[src/rtl/eag_pkg.sv]
package eag_pkg;
  typedef enum logic [2:0] {
    M_IMM  = 3'd0,
    M_REG  = 3'd1,
    M_ABS  = 3'd2,
    M_IND  = 3'd3,
    M_AREL = 3'd4,
    M_SREL = 3'd5,
    M_FREL = 3'd6,
    M_RSV  = 3'd7
  } mode_e;

  typedef enum logic [2:0] {
    B_A0 = 3'd0,
    B_A1 = 3'd1,
    B_SB = 3'd2,
    B_FB = 3'd3,
    B_SP = 3'd4
  } base_e;

  localparam int NBASE = 5;
  localparam int SEL_W = 3;

  typedef struct packed {
    logic legal;
    logic need_mem;
    logic use_base;
    logic use_disp;
    logic disp_sgn;
    logic is_imm;
  } ctl_t;
endpackage

[src/rtl/eag_rule.sv]
module eag_rule
  import eag_pkg::*;
(
  input  logic [2:0] mode,
  input  logic [2:0] base_sel,
  input  logic [1:0] imm_sz,
  output ctl_t       ctl
);
  logic sel_addr;
  logic sel_sb;
  logic sel_frame;

  assign sel_addr  = (base_sel == B_A0) || (base_sel == B_A1);
  assign sel_sb    = (base_sel == B_SB);
  assign sel_frame = (base_sel == B_FB) || (base_sel == B_SP);

  always_comb begin
    ctl = '0;
    unique case (mode)
      M_IMM: begin
        ctl.is_imm = 1'b1;
        ctl.legal  = (imm_sz != 2'd3);
      end
      M_REG: ctl.legal = 1'b1;
      M_ABS: begin
        ctl.legal    = 1'b1;
        ctl.need_mem = 1'b1;
      end
      M_IND: begin
        ctl.legal    = sel_addr;
        ctl.need_mem = 1'b1;
        ctl.use_base = 1'b1;
      end
      M_AREL: begin
        ctl.legal    = sel_addr;
        ctl.need_mem = 1'b1;
        ctl.use_base = 1'b1;
        ctl.use_disp = 1'b1;
      end
      M_SREL: begin
        ctl.legal    = sel_sb;
        ctl.need_mem = 1'b1;
        ctl.use_base = 1'b1;
        ctl.use_disp = 1'b1;
      end
      M_FREL: begin
        ctl.legal    = sel_frame;
        ctl.need_mem = 1'b1;
        ctl.use_base = 1'b1;
        ctl.use_disp = 1'b1;
        ctl.disp_sgn = 1'b1;
      end
      default: ctl = '0;
    endcase
  end
endmodule

[src/rtl/eag_disp.sv]
module eag_disp #(
  parameter int ADDR_W  = 20,
  parameter int UDISP_W = 16,
  parameter int SDISP_W = 8
) (
  input  logic [UDISP_W-1:0] udisp,
  input  logic [SDISP_W-1:0] sdisp,
  input  logic               sgn,
  output logic [ADDR_W-1:0]  ext
);
  localparam int UPAD = ADDR_W - UDISP_W;
  localparam int SPAD = ADDR_W - SDISP_W;

  logic [ADDR_W-1:0] u_ext;
  logic [ADDR_W-1:0] s_ext;

  assign u_ext = {{UPAD{1'b0}}, udisp};
  assign s_ext = {{SPAD{sdisp[SDISP_W-1]}}, sdisp};
  assign ext   = sgn ? s_ext : u_ext;
endmodule

[src/rtl/eag_basemux.sv]
module eag_basemux #(
  parameter int ADDR_W = 20,
  parameter int REG_W  = 16,
  parameter int NB     = 5,
  parameter int SEL_W  = 3
) (
  input  logic [NB*REG_W-1:0] regs_flat,
  input  logic [SEL_W-1:0]    sel,
  output logic [ADDR_W-1:0]   base
);
  localparam int PAD = ADDR_W - REG_W;

  logic [ADDR_W-1:0] lane [NB];
  logic [NB-1:0]     hit;

  for (genvar i = 0; i < NB; i++) begin : g_lane
    assign hit[i]  = (sel == SEL_W'(i));
    assign lane[i] = hit[i] ? {{PAD{1'b0}}, regs_flat[i*REG_W +: REG_W]} : '0;
  end

  always_comb begin
    base = '0;
    for (int j = 0; j < NB; j++) base = base | lane[j];
  end
endmodule

[src/rtl/eag_top.sv]
module eag_top
  import eag_pkg::*;
#(
  parameter int ADDR_W  = 20,
  parameter int REG_W   = 16,
  parameter int UDISP_W = 16,
  parameter int SDISP_W = 8,
  parameter int IMM_S_W = 8,
  parameter int IMM_M_W = 16
) (
  input  logic              clk,
  input  logic              rst,
  input  logic              in_valid,
  input  logic [2:0]        in_mode,
  input  logic [2:0]        in_base,
  input  logic [1:0]        in_imm_sz,
  input  logic              in_word,
  input  logic [ADDR_W-1:0] in_fld,
  input  logic [REG_W-1:0]  reg_a0,
  input  logic [REG_W-1:0]  reg_a1,
  input  logic [REG_W-1:0]  reg_sb,
  input  logic [REG_W-1:0]  reg_fb,
  input  logic [REG_W-1:0]  reg_sp,
  output logic              out_valid,
  output logic [ADDR_W-1:0] out_value,
  output logic              out_mem,
  output logic              out_illegal,
  output logic              out_misalign
);
  localparam int SPAD = ADDR_W - IMM_S_W;
  localparam int MPAD = ADDR_W - IMM_M_W;

  ctl_t              ctl;
  logic [ADDR_W-1:0] disp_ext;
  logic [ADDR_W-1:0] base_val;
  logic [ADDR_W-1:0] sum;
  logic [ADDR_W-1:0] imm_val;
  logic [ADDR_W-1:0] nxt_value;
  logic [NBASE*REG_W-1:0] regs_flat;

  assign regs_flat = {reg_sp, reg_fb, reg_sb, reg_a1, reg_a0};

  eag_rule u_rule (
    .mode     (in_mode),
    .base_sel (in_base),
    .imm_sz   (in_imm_sz),
    .ctl      (ctl)
  );

  eag_disp #(.ADDR_W(ADDR_W), .UDISP_W(UDISP_W), .SDISP_W(SDISP_W)) u_disp (
    .udisp (in_fld[UDISP_W-1:0]),
    .sdisp (in_fld[SDISP_W-1:0]),
    .sgn   (ctl.disp_sgn),
    .ext   (disp_ext)
  );

  eag_basemux #(.ADDR_W(ADDR_W), .REG_W(REG_W), .NB(NBASE), .SEL_W(SEL_W)) u_bmux (
    .regs_flat (regs_flat),
    .sel       (in_base),
    .base      (base_val)
  );

  assign sum = base_val + (ctl.use_disp ? disp_ext : '0);

  always_comb begin
    unique case (in_imm_sz)
      2'd0:    imm_val = {{SPAD{1'b0}}, in_fld[IMM_S_W-1:0]};
      2'd1:    imm_val = {{MPAD{1'b0}}, in_fld[IMM_M_W-1:0]};
      default: imm_val = in_fld;
    endcase
  end

  always_comb begin
    if (!ctl.legal)          nxt_value = '0;
    else if (ctl.is_imm)     nxt_value = imm_val;
    else if (ctl.use_base)   nxt_value = sum;
    else if (ctl.need_mem)   nxt_value = in_fld;
    else                     nxt_value = '0;
  end

  always_ff @(posedge clk) begin
    if (rst) begin
      out_valid    <= 1'b0;
      out_value    <= '0;
      out_mem      <= 1'b0;
      out_illegal  <= 1'b0;
      out_misalign <= 1'b0;
    end else if (in_valid) begin
      out_valid    <= ctl.legal;
      out_value    <= nxt_value;
      out_mem      <= ctl.legal & ctl.need_mem;
      out_illegal  <= ~ctl.legal;
      out_misalign <= ctl.legal & ctl.need_mem & in_word & nxt_value[0];
    end else begin
      out_valid    <= 1'b0;
      out_value    <= '0;
      out_mem      <= 1'b0;
      out_illegal  <= 1'b0;
      out_misalign <= 1'b0;
    end
  end
endmodule

[config.mk]
export PLATFORM = sky130hd
export DESIGN_NAME = eag_top
export DESIGN_NICKNAME = d
export VERILOG_FILES = /design/src/rtl/eag_pkg.sv /design/src/rtl/eag_rule.sv /design/src/rtl/eag_disp.sv /design/src/rtl/eag_basemux.sv /design/src/rtl/eag_top.sv
export SDC_FILE = /design/constraint.sdc
export NUM_CORES = 1
export LEC_CHECK = 0
export ABC_AREA = 1
export CORE_ASPECT_RATIO = 1.5
export CORE_MARGIN = 2
export CORE_UTILIZATION = 25
export CTS_CLUSTER_SIZE = 30
export DETAILED_ROUTE_END_ITERATION = 10
export GPL_TIMING_DRIVEN = 1
export PLACE_DENSITY_LB_ADDON = 0.15
export SYNTH_ARGS = -nofsm -noshare
export SYNTH_HDL_FRONTEND = slang
export SYNTH_SLANG_ARGS = --single-unit
[constraint.sdc]
create_clock -name clk -period 3.2 [get_ports clk]
set_input_delay 0.48 -clock clk [delete_from_list [all_inputs] [get_ports clk]]
set_output_delay 0.48 -clock clk [all_outputs]
set_load 0.01 [all_outputs]
# Word-level counts from Yosys, hierarchy flattened
# Index checks and enable logic that the tools add are counted.
[totals]
regBits = 24
out_inout_bits = 24
wordCells = 58
[classes]
n_addsub = 1
n_eq_ne = 12
n_mux = 18
bitwise = 9
n_reduce_logical = 12
[op_table]
columns = ["op", "count"]
rows = [
  ["$mux 20", 5],
  ["$mux 16", 5],
  ["$or 20x20->20", 4],
  ["$pmux 20 s2", 1],
  ["$add 20x20->20", 1],
  ["$eq 3x2->1 const B", 4],
  ["$eq 3x3->1 const B", 4],
  ["$eq 3x1->1 const B", 2],
  ["$logic_not 3->1", 2],
  ["$mux 1", 6],
  ["$reduce_or 2->1", 3],
  ["$reduce_or 3->1", 2],
  ["$pmux 1 s5", 1],
  ["$reduce_or 5->1", 1],
  ["$reduce_or 4->1", 1],
  ["$and 1x1->1", 3],
  ["$eq 2x1->1 const B", 1],
  ["$logic_not 2->1", 1],
  ["$logic_or 1x1->1", 2],
  ["$ne 2x2->1 const B", 1],
  ["$not 1->1", 2],
]

# Depth between registers and ports, before layout
[logic_depth]
word_depth = 11
ltp_mapped = 20
mapped_depth_nobuf = 19

# Hierarchy
# Synthesis repeated with hierarchy kept, for this count alone.
[unflattened]
cells_unflattened = 621
hier_area_um2 = 3444.6
[by_module_without_submodules]
columns = ["mod", "n_inst", "cells_per_inst", "area_per_inst_um2"]
rows = [
  ["eag_top", 1, 339, 2098.3],
  ["eag_basemux", 1, 204, 979.7],
  ["eag_disp", 1, 47, 231.5],
  ["eag_rule", 1, 31, 135.1],
]

# Least setup slack after synthesis
# No wires, ideal clock.
[synth_timing]
kind = "input to register"
startpoint = "in in_base[0]"
endpoint = "reg out_value[14]"
arrival_ns = 2.415
required_ns = 3.091
path_slack_ns = 0.676
cell_stages = 18
path_cell_list = "inv_2 -> nand2_1 -> nor2_1 -> buf_2 -> nand2_1 -> nand2_1 -> a221oi_1 -> nand2_1 -> ha_1 -> or2_2 -> nand3_1 -> nand2_1 -> nand2_1 -> nand3_1 -> nand3_1 -> nand3_1 -> nand2_1 -> inv_1"
[synth_between]
elab_chain_cells = 9
elab_cells_between_ends = 22
classes_between = "add/sub: 1; eq/ne: 4; mux: 8; bitwise: 5; reduce/logical: 4"
[synth_lines]
columns = ["item", "line_no", "rtl"]
rows = [
  ["start, declared", "eag_top.sv:15", "input logic [2:0] in_base,"],
  ["$eq 3x1->1 or $logic_not 3->1 (tied branches)", "eag_rule.sv:13, eag_basemux.sv:17", ""],
  ["$mux 16", "eag_basemux.sv:18", "assign lane[i] = hit[i] ? {{PAD{1'b0}}, regs_flat[i*REG_W +: REG_W]} : '0;"],
  ["$or 20x20->20 (4 in series)", "eag_basemux.sv:23", "for (int j = 0; j < NB; j++) base = base | lane[j];"],
  ["$add 20x20->20", "eag_top.sv:63", "assign sum = base_val + (ctl.use_disp ? disp_ext : '0);"],
  ["$mux 20", "eag_top.sv:76", "else if (ctl.use_base) nxt_value = sum;"],
  ["$mux 20", "eag_top.sv:75", "else if (ctl.is_imm) nxt_value = imm_val;"],
  ["end signal, assigned", "eag_top.sv:90", "out_value <= nxt_value;"],
  ["end, declared", "eag_top.sv:25", "output logic [ADDR_W-1:0] out_value,"],
]
# Several ways; a longest one is shown, not always the timed one.
# A chain may end at the register's enable or synchronous reset.

# Worst setup path in the final report
[layout_timing]
startpoint = "in in_base[1]"
endpoint = "reg out_value[16]"
# The elaborated chain is that of the path after synthesis.

==> impl_metrics.py <==
metrics = {
    "yosys": {
        "ys_seq_area_frac": 0.178,
        "syn_area_sq_um": 2700,
        "syn_nets": 621,
        "yosysTopAreaCell": "nand2_1",
        "syn-instance-count": 492,
        "syn_area_per_cell_sq_um": 5.48,
        "yosysMostFrequentCell": "nand2_1",
        "ys_seq_elements": 24,
        "synth_flop_cell": "dfxtp_1",
        "synth_edf_count": 0,
        "synthTopCellsByCount": "nand2_1, inv_1, nand3_1",
        "synth-async-reset-ratio": 0,
        "synth_warnings": 0,
        "synth_top_area_share": 0.280,
        "synth_cell_type_count": 31,
        "yosys-top-cells-area": "nand2_1, dfxtp_1, inv_1",
    },
    "routing": {
        "via_per_inst": 4.41,
        "detail-route-antenna-nets": 0,
        "drc": 0,
        "wl_per_cell_um": 12.2,
        "drt-initial-drc-count": 127,
        "num_vias": 3574,
        "finalWirelength_um": 9880,
        "first_pass_iters": 4,
    },
    "critical_path": {
        "cp_slowest_cell": "clkdlybuf4s50_1",
        "slowest_delay_ns": 0.51,
        "crit_required_ns": 3.41,
        "crit_arrival_ns": 3.18,
        "crit_fanout": 9,
        "end_kind": "flip-flop",
        "path_cells": "clkdlybuf4s50_1 -> nor2_1 -> nand2_1 -> inv_2 -> a22o_1 -> a221oi_1 -> nand2_1 -> fa_1 -> nand2_1 -> nand2_1 -> nand3_1 -> nand2_2 -> nand2_1 -> nand2_1 -> nand2_1 -> nand3_1 -> nand3_1 -> nand2_1 -> inv_1",
        "startpoint_type": "primary input",
        "crit_type": "in2reg",
        "crit_top_cell": "nand2_1",
    },
    "final_layout": {
        "fin_area_sq_um": 4660,
        "area_growth_pct": 73.0,
        "diodes": 0,
        "nets": 796,
        "finalNonFillerCells": 810,
        "drive_gt1_frac": 0.105,
        "final_core_util": 0.443,
    },
    "global_routing": {
        "grt_usage": 0.169,
        "first_global_vias": 3570,
        "met2_usage": 0.318,
        "grt_max_degree": 17,
        "grt_pass1_wl_um": 15800,
        "grt-busiest-layer": "met2",
        "use_met1": 0.195,
        "gr-total-overflow": 0,
        "antenna_found_initial": 0,
        "use_met3": 0.0107,
    },
    "cts": {
        "cts-root-to-sink-buffers": 2,
        "cts.htree.levels": 1,
        "cts_root_buf": "clkbuf_16",
        "clk_pin_slew_ns": 0.06,
        "cts_made_buffers": 3,
        "ctsHoldBuffers": 0,
        "tritoncts": "done",
        "clock-sinks": 24,
    },
    "place": {
        "hpwl_um": 8780,
        "dpl-instance-area_sq_um": 4510,
        "port_buffers": 135,
        "place_congestion": 0.843,
        "placedCellCount": 806,
    },
    "timing": {
        "fin_crit_sh": 0.928,
        "tightestPinTransition_ns": 0.620,
        "fin_crit_ns": 2.97,
        "max_freq_ghz": 0.337,
        "rsz0062_at_grt": "no",
        "hold_viol": 0,
        "setup_violations": 0,
        "slew_violations": 0,
        "relSlewSlack": 0.584,
    },
    "die": {
        "start_util": 0.256,
        "placementRows": 46,
        "ioPinCount": 136,
        "die_h_um": 131,
        "die_w_um": 88.8,
        "dieArea_sq_um": 11600,
        "core_sq_um": 10500,
    },
    "pwr": {
        "power_mw": 1.16,
        "p_per_area_nw_per_um2": 248,
        "p_leak_nw": 2.40,
        "vdd_drop_max_uv": 165,
    },
    "min_path": {
        "min_path_type": "in2reg",
    },
    "run_status": {
        "status": "completed",
    },
    "run": {
        "drv_cap": 0,
    },
}
-- registers in the layout (all words and copies together) (netlist names) --
signal	count
out_illegal	1
out_mem	1
out_misalign	1
out_valid	1
out_value	20
-- logic make-up (layout without fill, tap and decap cells) --
| logic type | Yosys count | count (layout) | share of synthesized area |
|---|---|---|---|
| adder cells (fa/ha/maj) | 17 | 17 | 0.0817 |
| AO/OA/AOI/OAI | 56 | 56 | 0.134 |
| AND/OR/NAND/NOR | 294 | 294 | 0.452 |
| buffers and inverters | 96 | 270 | 0.137 |
| XOR/XNOR | 5 | 5 | 0.0162 |
| flip-flops | 24 | 24 | 0.178 |
-- layout by cell type (no fill, tap or decap), drive strengths merged, types with 2 or more instances in the layout --
| cell type | netlist | layout |
|---|---|---|
| a221oi | 7 | 7 |
| a22o | 5 | 5 |
| xor2 | 4 | 4 |
| o211ai | 2 | 2 |
| nand2 | 201 | 201 |
| inv | 87 | 87 |
| o21ai | 7 | 7 |
| or2 | 3 | 3 |
| nor2 | 31 | 31 |
| dfxtp | 24 | 24 |
| nor3 | 5 | 5 |
| buf | 3 | 44 |
| a21oi | 25 | 25 |
| nand3 | 44 | 44 |
| a22oi | 9 | 9 |
| clkdlybuf4s50 | 0 | 134 |
| nand4 | 8 | 8 |
| ha | 16 | 16 |
| nand3b | 2 | 2 |
| clkbuf | 6 | 4 |
-- cell type report --
| cell class | count | area, sq um |
|---|---|---|
| Clock buffer | 4 | 88.8 |
| Fill cell | 1100 | 5870 |
| Inverter | 87 | 327 |
| Multi-Input combinational cell | 372 | 1900 |
| Sequential cell | 24 | 480 |
| Tap cell | 144 | 180 |
| Timing Repair Buffer | 179 | 1680 |
-- critical path, delay by kind of cell --
kind | cells | cell delay (ns)
adders and majority gates | 1 | 0.44
AOI/OAI and AO/OA | 2 | 0.43
buffers and inverters | 3 | 0.65
and+or+nand+nor | 13 | 1.17
-- layer usage --
layer,share of wire,routed length (um)
met1,0.41,4080
met2,0.52,5130
met3,0.053,522
met4,0.014,139
met5,0,0
-- worst paths after layout --
check | start | endpoint | slack, ns | cells after the start
setup / recovery | in_base[1] | out_value[16] | 0.23 | 19
hold / removal | in_word | out_misalign | 0.79 | 3
-- per-stage QoR --
| step | worst slack (ns) | setup TNS, ns | hold slack [ns] |
|---|---|---|---|
| finish | 0.230 | 0 | 0.790 |
| global route | 0.000782 | 0 | 0.817 |
| CTS | 0.0933 | 0 | 0.797 |
| detailed placement | -0.170 | -1.76 | 1.07 |
| global placement | -0.163 | -1.74 | 1.06 |
| floorplan | 0.676 | 0 | 0.619 |
-- where the power goes --
part / switching [mW] / total (mW) / internal (mW) / leakage (nW)
clock: 0.102 / 0.293 / 0.191 / 0.0442
sequential: 0.00250 / 0.311 / 0.308 / 0.194
combinational: 0.258 / 0.553 / 0.295 / 2.16
-- repair_timing --
| item | CTS | global route |
|---|---|---|
| buffers inserted | 0 | 0 |
| resized for setup | 0 | 11 |
| setup endpoints to repair | 0 | 14 |
| endpoints found under the hold margin | 0 | 0 |
Note: power is estimated with default switching activity, not from simulation.
